## config.mk

```make
export PLATFORM = sky130hd
export DESIGN_NAME = rngf_fetch
export DESIGN_NICKNAME = d
export VERILOG_FILES = /design/src/rtl/rngf_pkg.sv /design/src/rtl/rngf_poll_timer.sv /design/src/rtl/rngf_try_ctr.sv /design/src/rtl/rngf_byte_emit.sv /design/src/rtl/rngf_fetch.sv
export SDC_FILE = /design/constraint.sdc
export NUM_CORES = 1
export LEC_CHECK = 0
export BUFFER_PORTS_ARGS = -buffer_cell sky130_fd_sc_hd__buf_2
export CORE_MARGIN = 5
export CORE_UTILIZATION = 49
export CTS_BUF_LIST = sky130_fd_sc_hd__clkbuf_8 sky130_fd_sc_hd__clkbuf_16
export CTS_CLUSTER_DIAMETER = 50
export DETAILED_ROUTE_END_ITERATION = 7
export GPL_ROUTABILITY_DRIVEN = 0
export PLACE_DENSITY = 0.73
export REMOVE_ABC_BUFFERS = 1
export SLEW_MARGIN = 15
export SYNTH_ARGS = -nofsm -noshare
export SYNTH_HDL_FRONTEND = slang
export SYNTH_HIERARCHICAL = 1
export SYNTH_SLANG_ARGS = --single-unit
```

## constraint.sdc

```tcl
create_clock -name clk -period 2.1 [get_ports clk]
set_input_delay 0.42 -clock clk [delete_from_list [all_inputs] [get_ports clk]]
set_output_delay 0.42 -clock clk [all_outputs]
set_load 0.05 [all_outputs]
```

## src/rtl/rngf_pkg.sv

```systemverilog
package rngf_pkg;

   typedef enum logic [1:0] {
      RES_NONE    = 2'd0,
      RES_OK      = 2'd1,
      RES_TIMEOUT = 2'd2,
      RES_UNRECOV = 2'd3
   } rngf_result_e;

   typedef enum logic [2:0] {
      ST_IDLE,
      ST_POLL,
      ST_CLR,
      ST_DATA,
      ST_CONC,
      ST_EMIT,
      ST_DONE
   } rngf_state_e;

endpackage

```

## src/rtl/rngf_poll_timer.sv

```systemverilog
module rngf_poll_timer #(
   parameter int LIMIT = 10000
) (
   input  logic clk,
   input  logic rst_n,
   input  logic restart,
   input  logic run,
   output logic expired
);
   localparam int W = $clog2(LIMIT + 1);

   logic [W-1:0] cnt_q;

   assign expired = (cnt_q >= W'(LIMIT));

   always_ff @(posedge clk or negedge rst_n) begin
      if (!rst_n) begin
         cnt_q <= '0;
      end else if (restart) begin
         cnt_q <= '0;
      end else if (run && !expired) begin
         cnt_q <= cnt_q + W'(1);
      end
   end
endmodule

```

## src/rtl/rngf_try_ctr.sv

```systemverilog
module rngf_try_ctr #(
   parameter int MAX = 3
) (
   input  logic clk,
   input  logic rst_n,
   input  logic clr,
   input  logic inc,
   output logic over
);
   localparam int W = $clog2(MAX + 2);

   logic [W-1:0] cnt_q;

   assign over = (cnt_q > W'(MAX));

   always_ff @(posedge clk or negedge rst_n) begin
      if (!rst_n) begin
         cnt_q <= '0;
      end else if (clr) begin
         cnt_q <= '0;
      end else if (inc && !over) begin
         cnt_q <= cnt_q + W'(1);
      end
   end
endmodule

```

## src/rtl/rngf_byte_emit.sv

```systemverilog
module rngf_byte_emit #(
   parameter int DATA_W = 32
) (
   input  logic                                clk,
   input  logic                                rst_n,
   input  logic                                load,
   input  logic [DATA_W-1:0]                   word,
   input  logic [$clog2(DATA_W/8 + 1)-1:0]     nbytes,
   input  logic                                ready,
   output logic                                valid,
   output logic [7:0]                          data,
   output logic                                drained
);
   localparam int BYTES  = DATA_W / 8;
   localparam int IDX_W  = $clog2(BYTES);
   localparam int LANE_W = $clog2(BYTES + 1);

   logic [DATA_W-1:0] word_q;
   logic [IDX_W-1:0]  idx_q;
   logic [LANE_W-1:0] left_q;
   logic [7:0]        lane [BYTES];

   for (genvar gi = 0; gi < BYTES; gi++) begin : g_lane
      assign lane[gi] = word_q[8*gi +: 8];
   end

   assign valid   = (left_q != '0);
   assign data    = lane[idx_q];
   assign drained = valid && ready && (left_q == LANE_W'(1));

   always_ff @(posedge clk or negedge rst_n) begin
      if (!rst_n) begin
         word_q <= '0;
         idx_q  <= '0;
         left_q <= '0;
      end else if (load) begin
         word_q <= word;
         idx_q  <= '0;
         left_q <= nbytes;
      end else if (valid && ready) begin
         idx_q  <= idx_q + IDX_W'(1);
         left_q <= left_q - LANE_W'(1);
      end
   end
endmodule

```

## src/rtl/rngf_fetch.sv

```systemverilog
module rngf_fetch
   import rngf_pkg::*;
#(
   parameter int                DATA_W       = 32,
   parameter int                CNT_W        = 16,
   parameter int                ADDR_W       = 4,
   parameter logic [ADDR_W-1:0] SR_ADDR      = 4'h4,
   parameter logic [ADDR_W-1:0] DR_ADDR      = 4'h8,
   parameter int                RDY_BIT      = 0,
   parameter int                CLK_ERR_BIT  = 5,
   parameter int                SEED_ERR_BIT = 6,
   parameter int                POLL_TIMEOUT = 10000,
   parameter int                MAX_TRIES    = 3
) (
   input  logic              clk,
   input  logic              rst_n,
   input  logic              req_start,
   input  logic [CNT_W-1:0]  req_bytes,
   output logic              req_busy,
   output logic              bus_req,
   output logic              bus_we,
   output logic [ADDR_W-1:0] bus_addr,
   output logic [DATA_W-1:0] bus_wdata,
   input  logic [DATA_W-1:0] bus_rdata,
   input  logic              bus_ack,
   output logic              conc_start,
   input  logic              conc_done,
   input  logic              conc_fail,
   output logic              out_valid,
   input  logic              out_ready,
   output logic [7:0]        out_data,
   output logic              out_last,
   output logic              slow_clk_warn,
   output logic              done,
   output logic [1:0]        done_code
);
   localparam int                BYTES    = DATA_W / 8;
   localparam int                LANE_W   = $clog2(BYTES + 1);
   localparam logic [DATA_W-1:0] RDY_ONLY = DATA_W'(1) << RDY_BIT;

   // elaboration-time parameter checks
   if ((DATA_W % 8) != 0 || DATA_W < 16) begin : g_bad_width
      $error("rngf_fetch: DATA_W must be a multiple of 8 and at least 16");
   end
   if (CNT_W <= LANE_W) begin : g_bad_cnt
      $error("rngf_fetch: CNT_W too small for the per-word byte count");
   end
   if (RDY_BIT >= DATA_W || CLK_ERR_BIT >= DATA_W || SEED_ERR_BIT >= DATA_W) begin : g_bad_bit
      $error("rngf_fetch: status bit position outside the word");
   end
   if (RDY_BIT == CLK_ERR_BIT || RDY_BIT == SEED_ERR_BIT || CLK_ERR_BIT == SEED_ERR_BIT) begin : g_dup_bit
      $error("rngf_fetch: status bit positions must differ");
   end
   if (SR_ADDR == DR_ADDR) begin : g_dup_addr
      $error("rngf_fetch: status and data addresses must differ");
   end
   if (POLL_TIMEOUT < 1 || MAX_TRIES < 1) begin : g_bad_limits
      $error("rngf_fetch: POLL_TIMEOUT and MAX_TRIES must be positive");
   end

   rngf_state_e       st_q, st_d;
   rngf_result_e      code_q, code_d;
   logic [CNT_W-1:0]  remain_q, remain_d;
   logic              conc_q, conc_d;
   logic              warn_q, warn_d;

   logic              try_clr, try_inc, try_over;
   logic              tmr_restart, tmr_expired, poll_again;
   logic              em_load, em_valid, em_drained;
   logic [LANE_W-1:0] em_nbytes;
   logic [7:0]        em_data;

   rngf_poll_timer #(.LIMIT(POLL_TIMEOUT)) u_timer (
      .clk     (clk),
      .rst_n   (rst_n),
      .restart (tmr_restart),
      .run     (st_q == ST_POLL),
      .expired (tmr_expired)
   );

   rngf_try_ctr #(.MAX(MAX_TRIES)) u_tries (
      .clk   (clk),
      .rst_n (rst_n),
      .clr   (try_clr),
      .inc   (try_inc),
      .over  (try_over)
   );

   rngf_byte_emit #(.DATA_W(DATA_W)) u_emit (
      .clk     (clk),
      .rst_n   (rst_n),
      .load    (em_load),
      .word    (bus_rdata),
      .nbytes  (em_nbytes),
      .ready   (out_ready),
      .valid   (em_valid),
      .data    (em_data),
      .drained (em_drained)
   );

   assign tmr_restart = (st_q != ST_POLL) || poll_again;
   assign em_nbytes   = (remain_q >= CNT_W'(BYTES)) ? LANE_W'(BYTES) : remain_q[LANE_W-1:0];

   always_comb begin
      st_d       = st_q;
      code_d     = code_q;
      remain_d   = remain_q;
      conc_d     = 1'b0;
      warn_d     = 1'b0;
      try_clr    = 1'b0;
      try_inc    = 1'b0;
      em_load    = 1'b0;
      poll_again = 1'b0;
      unique case (st_q)
         ST_IDLE: begin
            if (req_start) begin
               try_clr = 1'b1;
               if (req_bytes == '0) begin
                  code_d = RES_OK;
                  st_d   = ST_DONE;
               end else begin
                  code_d   = RES_NONE;
                  remain_d = req_bytes;
                  st_d     = ST_POLL;
               end
            end
         end
         ST_POLL: begin
            if (bus_ack) begin
               if (bus_rdata == '0) begin
                  if (tmr_expired) begin
                     code_d = RES_TIMEOUT;
                     st_d   = ST_DONE;
                  end
               end else if (bus_rdata == RDY_ONLY) begin
                  st_d = ST_DATA;
               end else if (bus_rdata[SEED_ERR_BIT]) begin
                  conc_d  = 1'b1;
                  try_inc = 1'b1;
                  st_d    = ST_CONC;
               end else if (bus_rdata[CLK_ERR_BIT]) begin
                  warn_d = 1'b1;
                  st_d   = ST_CLR;
               end else begin
                  poll_again = 1'b1;
               end
            end
         end
         ST_CLR: begin
            if (bus_ack) st_d = ST_POLL;
         end
         ST_DATA: begin
            if (bus_ack) begin
               if (bus_rdata == '0) begin
                  conc_d  = 1'b1;
                  try_inc = 1'b1;
                  st_d    = ST_CONC;
               end else begin
                  em_load = 1'b1;
                  try_clr = 1'b1;
                  st_d    = ST_EMIT;
               end
            end
         end
         ST_CONC: begin
            if (conc_done && !conc_q) begin
               if (conc_fail || try_over) begin
                  code_d = RES_UNRECOV;
                  st_d   = ST_DONE;
               end else begin
                  st_d = ST_POLL;
               end
            end
         end
         ST_EMIT: begin
            if (em_valid && out_ready) remain_d = remain_q - CNT_W'(1);
            if (em_drained) begin
               if (remain_q == CNT_W'(1)) begin
                  code_d = RES_OK;
                  st_d   = ST_DONE;
               end else begin
                  st_d = ST_POLL;
               end
            end
         end
         ST_DONE: st_d = ST_IDLE;
         default: st_d = ST_IDLE;
      endcase
   end

   always_ff @(posedge clk or negedge rst_n) begin
      if (!rst_n) begin
         st_q     <= ST_IDLE;
         code_q   <= RES_NONE;
         remain_q <= '0;
         conc_q   <= 1'b0;
         warn_q   <= 1'b0;
      end else begin
         st_q     <= st_d;
         code_q   <= code_d;
         remain_q <= remain_d;
         conc_q   <= conc_d;
         warn_q   <= warn_d;
      end
   end

   assign req_busy      = (st_q != ST_IDLE);
   assign bus_req       = (st_q == ST_POLL) || (st_q == ST_CLR) || (st_q == ST_DATA);
   assign bus_we        = (st_q == ST_CLR);
   assign bus_addr      = (st_q == ST_DATA) ? DR_ADDR : SR_ADDR;
   assign bus_wdata     = '0;
   assign conc_start    = conc_q;
   assign slow_clk_warn = warn_q;
   assign out_valid     = em_valid && (st_q == ST_EMIT);
   assign out_data      = em_data;
   assign out_last      = out_valid && (remain_q == CNT_W'(1));
   assign done          = (st_q == ST_DONE);
   assign done_code     = code_q;
endmodule

```

Word level (Yosys, flattened, before mapping)
Cells that the tools add are included.

word-level totals
  bits in registers = 77
  word-level logic and storage cells = 138
  output and inout bits = 54

operators by class
  equality and inequality tests = 24
  order comparisons = 4
  bitwise operators = 1
  multiplexer cells = 67
  reductions and logical operators = 27
  add/sub/neg operators = 5

operators by type and width
  operator                 number
  $mux W3                  19
  $mux W16                 3
  $eq A32 B1 Y1 const B    1
  $logic_not A32 Y1        1
  $pmux W16 S2             1
  $mux W14                 2
  $mux W1                  24
  $ne A2 B2 Y1 const B     11
  $mux W2                  10
  $pmux W3 S6              1
  $bmux W8 S2              1
  $eq A16 B1 Y1 const B    1
  $ge A16 B3 Y1 const B    1
  $logic_not A16 Y1        1
  $mux W8                  2
  $sub A16 B1 Y16 const B  1
  $add A14 B1 Y14 const B  1
  $ge A14 B14 Y1 const B   1
  $eq A3 B3 Y1 const B     3
  $reduce_and A9 Y1        1
  $pmux W2 S4              1
  $reduce_and A8 Y1        1
  $reduce_bool A2 Y1       4
  $logic_and A1 B1 Y1      7
  other kinds (20)         29

Depth between registers and ports, before layout
Gate-level depths: netlist (run 1).

  depth after elaboration = 8
  gate-level depth with buffers = 9

Cells and area by module
The synthesis (run 1) kept the hierarchy.

modules (own cells, without submodules)
  module           area each (um2)  cells each  sequential area each (um2)  instances
  rngf_fetch       2098.3           258         575.6                       1
  rngf_byte_emit   1697.9           112         925.9                       1
  rngf_poll_timer  797.0            87          350.3                       1
  rngf_try_ctr     193.9            21          75.1                        1

Least setup slack after synthesis (run 1)
OpenSTA, ideal clock, no wires.

  path type = reg-to-output
  start = reg u_emit.left_q[0]
  end = out out_last
  arrival time = 2.585 ns
  cell stages (with the launch flop) = 7
  slack = -0.905 ns
  data required time = 1.680 ns
  path buffers = 0
  cell sequence = dfrtp_1 inv_1 ha_1 nor2b_4 inv_2 and3_1 nor3b_1

between the ends
  longest elaborated chain between the ends = 3

RTL lines
  what                    RTL line              source
  start, declared         rngf_byte_emit.sv:20  logic [LANE_W-1:0] left_q;
  start signal, assigned  rngf_byte_emit.sv:39  left_q <= nbytes;
  start signal, assigned  rngf_byte_emit.sv:42  left_q <= left_q - LANE_W'(1);
  $reduce_bool A3 Y1      rngf_byte_emit.sv:27  assign valid = (left_q != '0);
  via em_valid            rngf_fetch.sv:69      logic em_load, em_valid, em_drained;
  $logic_and A1 B1 Y1     rngf_fetch.sv:214     assign out_valid = em_valid && (st_q == ST_EMIT);
  via out_valid           rngf_fetch.sv:29      output logic out_valid,
  $logic_and A1 B1 Y1     rngf_fetch.sv:216     assign out_last = out_valid && (remain_q == CNT_W'(1));
  end, declared           rngf_fetch.sv:32      output logic out_last,

The timed path passes the listed nets, and every way through them passes these cells.

Final worst setup path (run 1)
  start = reg u_emit.left_q[1]
  end = out out_last

between the ends
  longest elaborated chain between the ends = 3

RTL lines
  what                 RTL line
  $reduce_bool A3 Y1   rngf_byte_emit.sv:27
  via em_valid         rngf_fetch.sv:69
  $logic_and A1 B1 Y1  rngf_fetch.sv:214
  $logic_and A1 B1 Y1  rngf_fetch.sv:216

The timed path passes the listed nets, and every way through them passes these cells.

==> metrics, run 1 <==
status=complete, but fails checks; violated checks=negative setup slack; Power Dens Cells=1410 mW/mm^2; Cell variety after synth=70; core box area=0.00964 mm^2; maxcap violations=0; drt total wl=12.4 mm; antenna viol nets, final=0; Die Ht=109 um; Synth Cell Area=0.00479 mm^2; Synthesis Warnings=6; Post-synth ARST share=1.00; fmax=444 MHz; cell chain of the critical path=inv_2 > ha_4 > buf_6 > nor2b_4 > inv_2 > and3_4 > nor3b_4 > buf_6; RSZ-0062 raised after global routing=yes; number of synthesized flops with an enable pin=0; FP Rows=36; share of layout cells above drive strength 1=0.419; LEAKAGE=0.00284 uW; worst path arrival time=1830 ps; CP Capture Type=primary output; Max Transition Viols Final=0; first-pass GRT wire length=19.9 mm; Synth Area per Inst=10.0 um^2; CTS Sinks=77; Hold WC Path Type=in -> async; Die ar.=0.0118 mm^2; critical path required time=1680 ps; CP bufs+invs=4; Finished Core Util=0.648; Post-DP Area=0.00572 mm^2; I/O Pins=109; CTS max path bufs=2; Port Buffers=74; fin nets=700; slew margin rel.=0.545; drt drc=0; setup TNS=-320 ps; crit path kind=reg -> out; largest net degree at the start of global routing=42; final hold violations=0; post-DP HPWL=9.15 mm; Fillers=789; TritonCTS Buffers=9; Via Count=4,245; largest vdd supply drop=1020 uV; worst-path fanout max=4; Worst setup SP type=flop; flops & latches, synth=77; post-route design area=0.00624 mm^2; initial antenna violation count=0; Worst Skew=13.7 ps; slowest CP cell=dfrtp_1; Cells after Synth=478; sequential area share after synthesis=0.403; clock root buffer=clkbuf_8; Vias/cell=5.49; number of DRC markers in iteration 0=192; worst-skew pair later-pin latency=370 ps; WL per Instance=16.0 um; area delta synth->final=30.4%; endpoints failing setup=3; Largest stage delay, worst path=380 ps; Die Span X=109 um; delay-heaviest family, CP=simple AND/OR/NAND/NOR gates; Worst-Margin Slew=676 ps; GRT Residual Overflow=0; CTS tree=done; clock period minus worst slack=2250 ps; clk slew on worst S/H paths=100 ps; Starting Density=0.497; Multi-input gate area=0.00272 mm^2; Tot GR Track Use=0.213; number of global-route vias before repair=4,206; htree depth=3; FF+latch area=0.00193 mm^2; Diodes inserted=0; router iterations before antenna repair=5; fin worst setup slack=-152 ps; period utilisation layout=1.07; top_reg_cell synth=dfrtp_1
[flip-flops by register name (all words and copies together) (netlist names)]
| name | flops |
|---|---|
| u_emit/word_q | 32 |
| conc_start | 1 |
| u_timer/cnt_q | 14 |
| u_emit/left_q | 3 |
| done_code | 2 |
| st_q | 3 |
| u_emit/idx_q | 2 |
| remain_q | 16 |
| slow_clk_warn | 1 |
| u_tries/cnt_q | 3 |
[synthesized netlist by cell type, types with 2 or more instances]
| master | n | area share |
|---|---|---|
| o31ai_1 | 3 | 0.0047 |
| inv_2 | 3 | 0.0024 |
| nor4b_1 | 3 | 0.0055 |
| a22oi_1 | 5 | 0.0078 |
| nand4_2 | 3 | 0.0078 |
| nand3_1 | 8 | 0.0084 |
| o211ai_1 | 3 | 0.0047 |
| nor2b_1 | 6 | 0.0078 |
| nand4_1 | 6 | 0.0078 |
| mux2_2 | 34 | 0.080 |
| ha_1 | 10 | 0.026 |
| clkbuf_1 | 5 | 0.0039 |
| o21ai_1 | 2 | 0.0021 |
| or3_1 | 12 | 0.016 |
| or4_1 | 4 | 0.0063 |
| o21ai_0 | 29 | 0.030 |
| o31a_1 | 3 | 0.0055 |
| buf_2 | 10 | 0.010 |
| a311oi_1 | 3 | 0.0055 |
| or2_1 | 2 | 0.0026 |
| mux4_2 | 7 | 0.033 |
| nor4_2 | 5 | 0.013 |
| mux2i_1 | 5 | 0.010 |
| a21oi_1 | 30 | 0.031 |
| nor2_1 | 35 | 0.027 |
| nor3_1 | 9 | 0.0094 |
| o21bai_1 | 4 | 0.0063 |
| inv_1 | 18 | 0.014 |
| nor3b_1 | 4 | 0.0063 |
| a31oi_1 | 3 | 0.0039 |
| a32oi_1 | 2 | 0.0037 |
| and2_1 | 3 | 0.0039 |
| o2bb2ai_1 | 2 | 0.0037 |
| o22ai_1 | 6 | 0.0078 |
| and3_1 | 5 | 0.0065 |
| nor4_1 | 8 | 0.010 |
| nand2b_1 | 3 | 0.0039 |
| buf_4 | 37 | 0.058 |
| nor4_4 | 2 | 0.0089 |
| nand2_1 | 28 | 0.022 |
| dfrtp_1 | 77 | 0.40 |
| mux2_1 | 3 | 0.0071 |
[worst paths after layout]
check / cells after the start / from / to / slack [ps]
worst max-delay path: 8 / u_emit/left_q[1] / out_last / -150
worst min-delay path: 1 / rst_n / remain_q[6] / 20
worst max register to register: 9 / u_emit/left_q[1] / done_code[1] / -70
worst min register to register: 1 / done_code[0] / done_code[0] / 490
max in group asynchronous: 2 / rst_n / st_q[1] / 1470
min in group clk: 2 / bus_rdata[28] / u_emit/word_q[28] / 300
[timing repair]
| item | in CTS | in global routing |
|---|---|---|
| buffers inserted | 13 | 3 |
| pin swaps | 17 | 7 |
| endpoints found under the setup margin | 10 | 49 |
| hold buffers | 0 | 0 |
| cloned | 0 | 0 |
| resized for setup | 37 | 19 |
| endpoints found under the hold margin | 0 | 0 |
[layout by cell type (no fill, tap or decap), drive strengths merged, types with 2 or more instances in the layout]
master / count
or3: 12
o21ai: 31
a21oi: 30
inv: 26
nand2b: 3
o31ai: 4
nand3: 8
o21bai: 4
a32oi: 2
o311ai: 2
buf: 166
nor4: 15
ha: 10
or2: 2
nor2b: 7
clkinvlp: 2
conb: 34
nand4: 9
nor3: 10
o22ai: 7
nor3b: 4
nor2: 35
or4: 4
mux2i: 5
o31a: 3
clkbuf: 9
o2bb2ai: 2
a22oi: 6
a311oi: 3
mux2: 37
dfrtp: 77
o211ai: 4
nand2: 28
nor4b: 3
and3: 7
a31oi: 3
and2: 4
mux4: 8
[final cells by class]
type / instances / share of cell area
Tap cell: 133 / 0.0267
Clock buffer: 9 / 0.0198
Inverter: 21 / 0.0130
Clock inverter: 7 / 0.0102
Sequential cell: 77 / 0.309
Timing Repair Buffer: 166 / 0.186
Multi-Input combinational cell: 360 / 0.435
[worst reg2reg max path: cells and delay by family (launching register included)]
family          cells  cell delay [ps]
simple gates        3              970
flops               1              380
buf+inv             3              360
fa+ha+maj           1              160
compound gates      2              180
[routing by layer]
| layer | vias to the layer above | share of wire | track usage |
|---|---|---|---|
| met5 | - | 0 | 0 |
| met4 | 0 | 0.012 | 0.0622 |
| met3 | 14 | 0.064 | 0.0420 |
| met2 | 148 | 0.50 | 0.347 |
| met1 | 2081 | 0.43 | 0.288 |
| li1 | 2002 | - | - |
[cells by family (layout without fill, tap and decap cells)]
logic type / after synthesis / count (layout) / synth area share
compound gates: 110 / 110 / 0.150
xor+xnor: 1 / 1 / 0.00183
fa+ha+maj: 10 / 10 / 0.0261
buf+inv: 74 / 203 / 0.0912
flops: 77 / 77 / 0.403
mux: 50 / 50 / 0.136
other cells: 1 / 34 / 0.000783
simple gates: 155 / 155 / 0.191
[metrics by stage]
stage                     cells  power [uW]  hold WS, ps  worst slack [ps]
after global routing        773        9380         55.0              -225
after detailed placement    745        7080          448              -350
final                       773        8820         16.6              -152
after floorplan             458        5530          124             -1040
after global placement      745        6920          444              -280
after CTS                   774        8640         36.0              -153
[power by group]
part           total, uW  internal [uW]  switching (uW)  leakage (uW)
combinational       5060           2280            2780       0.00178
sequential          2660           2080             573      0.000965
clock               1110            458             647     0.0000907
total               8820           4830            4000       0.00284
Note: power is estimated with default switching activity, not from simulation.
==> inputs of run 2 (changes only) <==
Settings changed: REMOVE_ABC_BUFFERS 1 to unset.
==> run 2 against run 1 <==
The run still ends with negative setup slack left; worst setup slack got worse by 32 ps; flip-flop and latch count did not move; clock skew fell by 2.0 ps; cell area fell by 1.7%; total power fell by 1.1%; cell count fell by 0.78%; count of clock-buffer cells in the layout did not move; wire length fell by 0.41%; hold slack improved by 6.6 ps; clock power rose by 6%; maximum frequency fell by 1.4%; highest routed layer unchanged.
==> metrics, run 2 (synthesis results as in run 1) <==
RR Endpoint=done_code[1] (unchanged); clock network power share=0.135 (was 0.125); CP Capture Type=primary output (unchanged); clock period minus worst slack=2280 ps (was 2250 ps); crit path kind=reg -> out (unchanged); Largest regs=u_emit/word_q x32, remain_q x16, u_timer/cnt_q x14 (unchanged); CTS max path bufs=2 (unchanged); Worst-Margin Slew=501 ps (was 676 ps); Vias/cell=5.52 (was 5.49); core box area=0.00964 mm^2 (unchanged); period utilisation layout=1.09 (was 1.07); Fillers=786 (was 789); Diodes inserted=0 (unchanged); FF+latch area=0.00193 mm^2 (about the same); GRT Residual Overflow=0 (unchanged); endpoints failing setup=6 (was 3); max reg flops=32 (unchanged); router iterations before antenna repair=5 (unchanged); Die Span X=109 um (unchanged); Pint=4820 uW (was 4830 uW); FP Rows=36 (unchanged); initial antenna violation count=0 (unchanged); CTS tree=done (unchanged); worst-path fanout max=3 (was 4); slowest CP cell=dfrtp_1 (unchanged); WL met2=5.96 mm (was 6.16 mm); slew margin rel.=0.666 (was 0.545); Multi-input gate area=0.00265 mm^2 (was 0.00272 mm^2); placed insts=741 (was 745); worst path arrival time=1860 ps (was 1830 ps); Port Buffers=74 (unchanged); TritonCTS Buffers=9 (unchanged); LEAKAGE=0.00278 uW (was 0.00284 uW); Worst setup SP type=flop (unchanged); hold_buf cts=0 (unchanged); I/O Pins=109 (unchanged); largest vdd supply drop=1150 uV (was 1020 uV); Critical Path Start=u_emit/left_q[1] (unchanged); largest net degree at the start of global routing=34 (was 42); fmax=438 MHz (was 444 MHz); Worst Skew=11.7 ps (was 13.7 ps); worst-case reg-to-reg path depth=9 (unchanged); reg-to-reg setup timing slack=-120 ps (was -70 ps); cell chain of the critical path=inv_2 > ha_4 > buf_6 > nor2b_4 > inv_2 > and3_4 > buf_4 > buf_6 > buf_8 (was inv_2 > ha_4 > buf_6 > nor2b_4 > inv_2 > and3_4 > nor3b_4 > buf_6); Die ar.=0.0118 mm^2 (unchanged); fin worst setup slack=-184 ps (was -152 ps); Die Ht=109 um (unchanged); Reg power frac=0.298 (was 0.301); WL per Instance=16.1 um (was 16.0 um); M1 WL=5.43 mm (was 5.28 mm); first-pass GRT wire length=20.1 mm (was 19.9 mm); Comb pwr share=0.566 (was 0.574); clock root buffer=clkbuf_8 (unchanged); net load switching power=3900 uW (was 4000 uW); fin cells=767 (was 773); Largest stage delay, worst path=420 ps (was 380 ps); antenna viol nets, final=0 (unchanged); pre-CTS setup slack=-288 ps (was -350 ps); Top reg by flops=u_emit/word_q (unchanged); Hold WC Path Type=in -> async (unchanged); Power Dens Cells=1420 mW/mm^2 (was 1410 mW/mm^2); most common cell after layout, fill and taps aside=buf_4 (unchanged); area delta synth->final=28.2% (was 30.4%); drt total wl=12.3 mm (was 12.4 mm); htree depth=3 (unchanged); Starting Density=0.497 (unchanged); Setup crit end=out_valid (was out_last); maxcap violations=0 (unchanged); most frequent cells in the layout=buf_4, dfrtp_1, buf_2, nor2_1 (was buf_4, dfrtp_1, buf_2, nor2_1, conb_1); RSZ-0062 raised after global routing=yes (unchanged); critical path required time=1680 ps (about the same); drt drc=0 (unchanged); share of layout cells above drive strength 1=0.410 (was 0.419); worst r2r src=u_emit/left_q[1] (unchanged); met3 wire len=756 um (was 786 um); Max Transition Viols Final=0 (unchanged); status=complete, but fails checks (unchanged); setup TNS=-652 ps (was -320 ps); Min Hold Slack=23.2 ps (was 16.6 ps); post-DP HPWL=9.21 mm (was 9.15 mm); Max Used Layer=met4 (unchanged); clk slew on worst S/H paths=90 ps (was 100 ps); number of global-route vias before repair=4,212 (was 4,206); Tot GR Track Use=0.212 (was 0.213); Power, Total=8720 uW (was 8820 uW); final hold violations=0 (unchanged); number of DRC markers in iteration 0=211 (was 192); fin nets=694 (was 700); Via Count=4,232 (was 4,245); CTS Sinks=77 (unchanged); worst-skew pair later-pin latency=360 ps (was 370 ps); violated checks=negative setup slack (unchanged); Net Sw Frac=0.448 (was 0.453)
## run 2: cell type report
type                       instances  share of cell area
tap                              133              0.0271
inverter                          21              0.0139
clock buffer                       9              0.0202
sequential                        77               0.314
timing repair buffer             160               0.180
clock inverter                     7              0.0130
multi-input combinational        360               0.431
## run 2: worst min path at each step
stage	to	slack (ps)	cells after the start	startpoint
3_3_place_gp	conc_start	420	1	rst_n
5_1_grt	remain_q[8]	40	1	rst_n
3_5_place_dp	remain_q[8]	420	1	rst_n
6_report	remain_q[8]	20	1	rst_n
2_1_floorplan	conc_start	120	0	rst_n
4_1_cts	remain_q[8]	10	1	rst_n
## run 2: timing repair
item	CTS	global route
setup endpoints to repair	8	26
pin swaps	2	7
setup buffers	4	6
cloned	0	0
gates resized for setup	12	33
## run 2: worst max-delay path, delay by kind of cell, from the launching register on
family                     cells  cell delay, ps
and+or+nand+nor                2             300
buffers and inverters          6             630
adders and majority gates      1             150
DFF                            1             420
## run 2: power by group through the flow
stage	combinational, uW	sequential [uW]	clock, uW
after global routing	5330	2680	1260
after floorplan	3260	2500	0
final	4940	2600	1180
after detailed placement	4500	2590	0
after global placement	4390	2560	0
after CTS	4650	2580	1210
## run 2: stage by stage
step / utilization / cell area (um^2)
floorplan: - / 4940
global placement: 0.593 / 5720
detailed placement: 0.593 / 5720
CTS: 0.623 / 6000
global route: 0.637 / 6140
finish: 0.637 / 6140
## run 2: routing by layer
metal  vias to the layer above  track usage
li1                       2001            -
met1                      2078        0.283
met4                         0       0.0613
met5                         -            0
met3                        16       0.0491
met2                       137        0.345
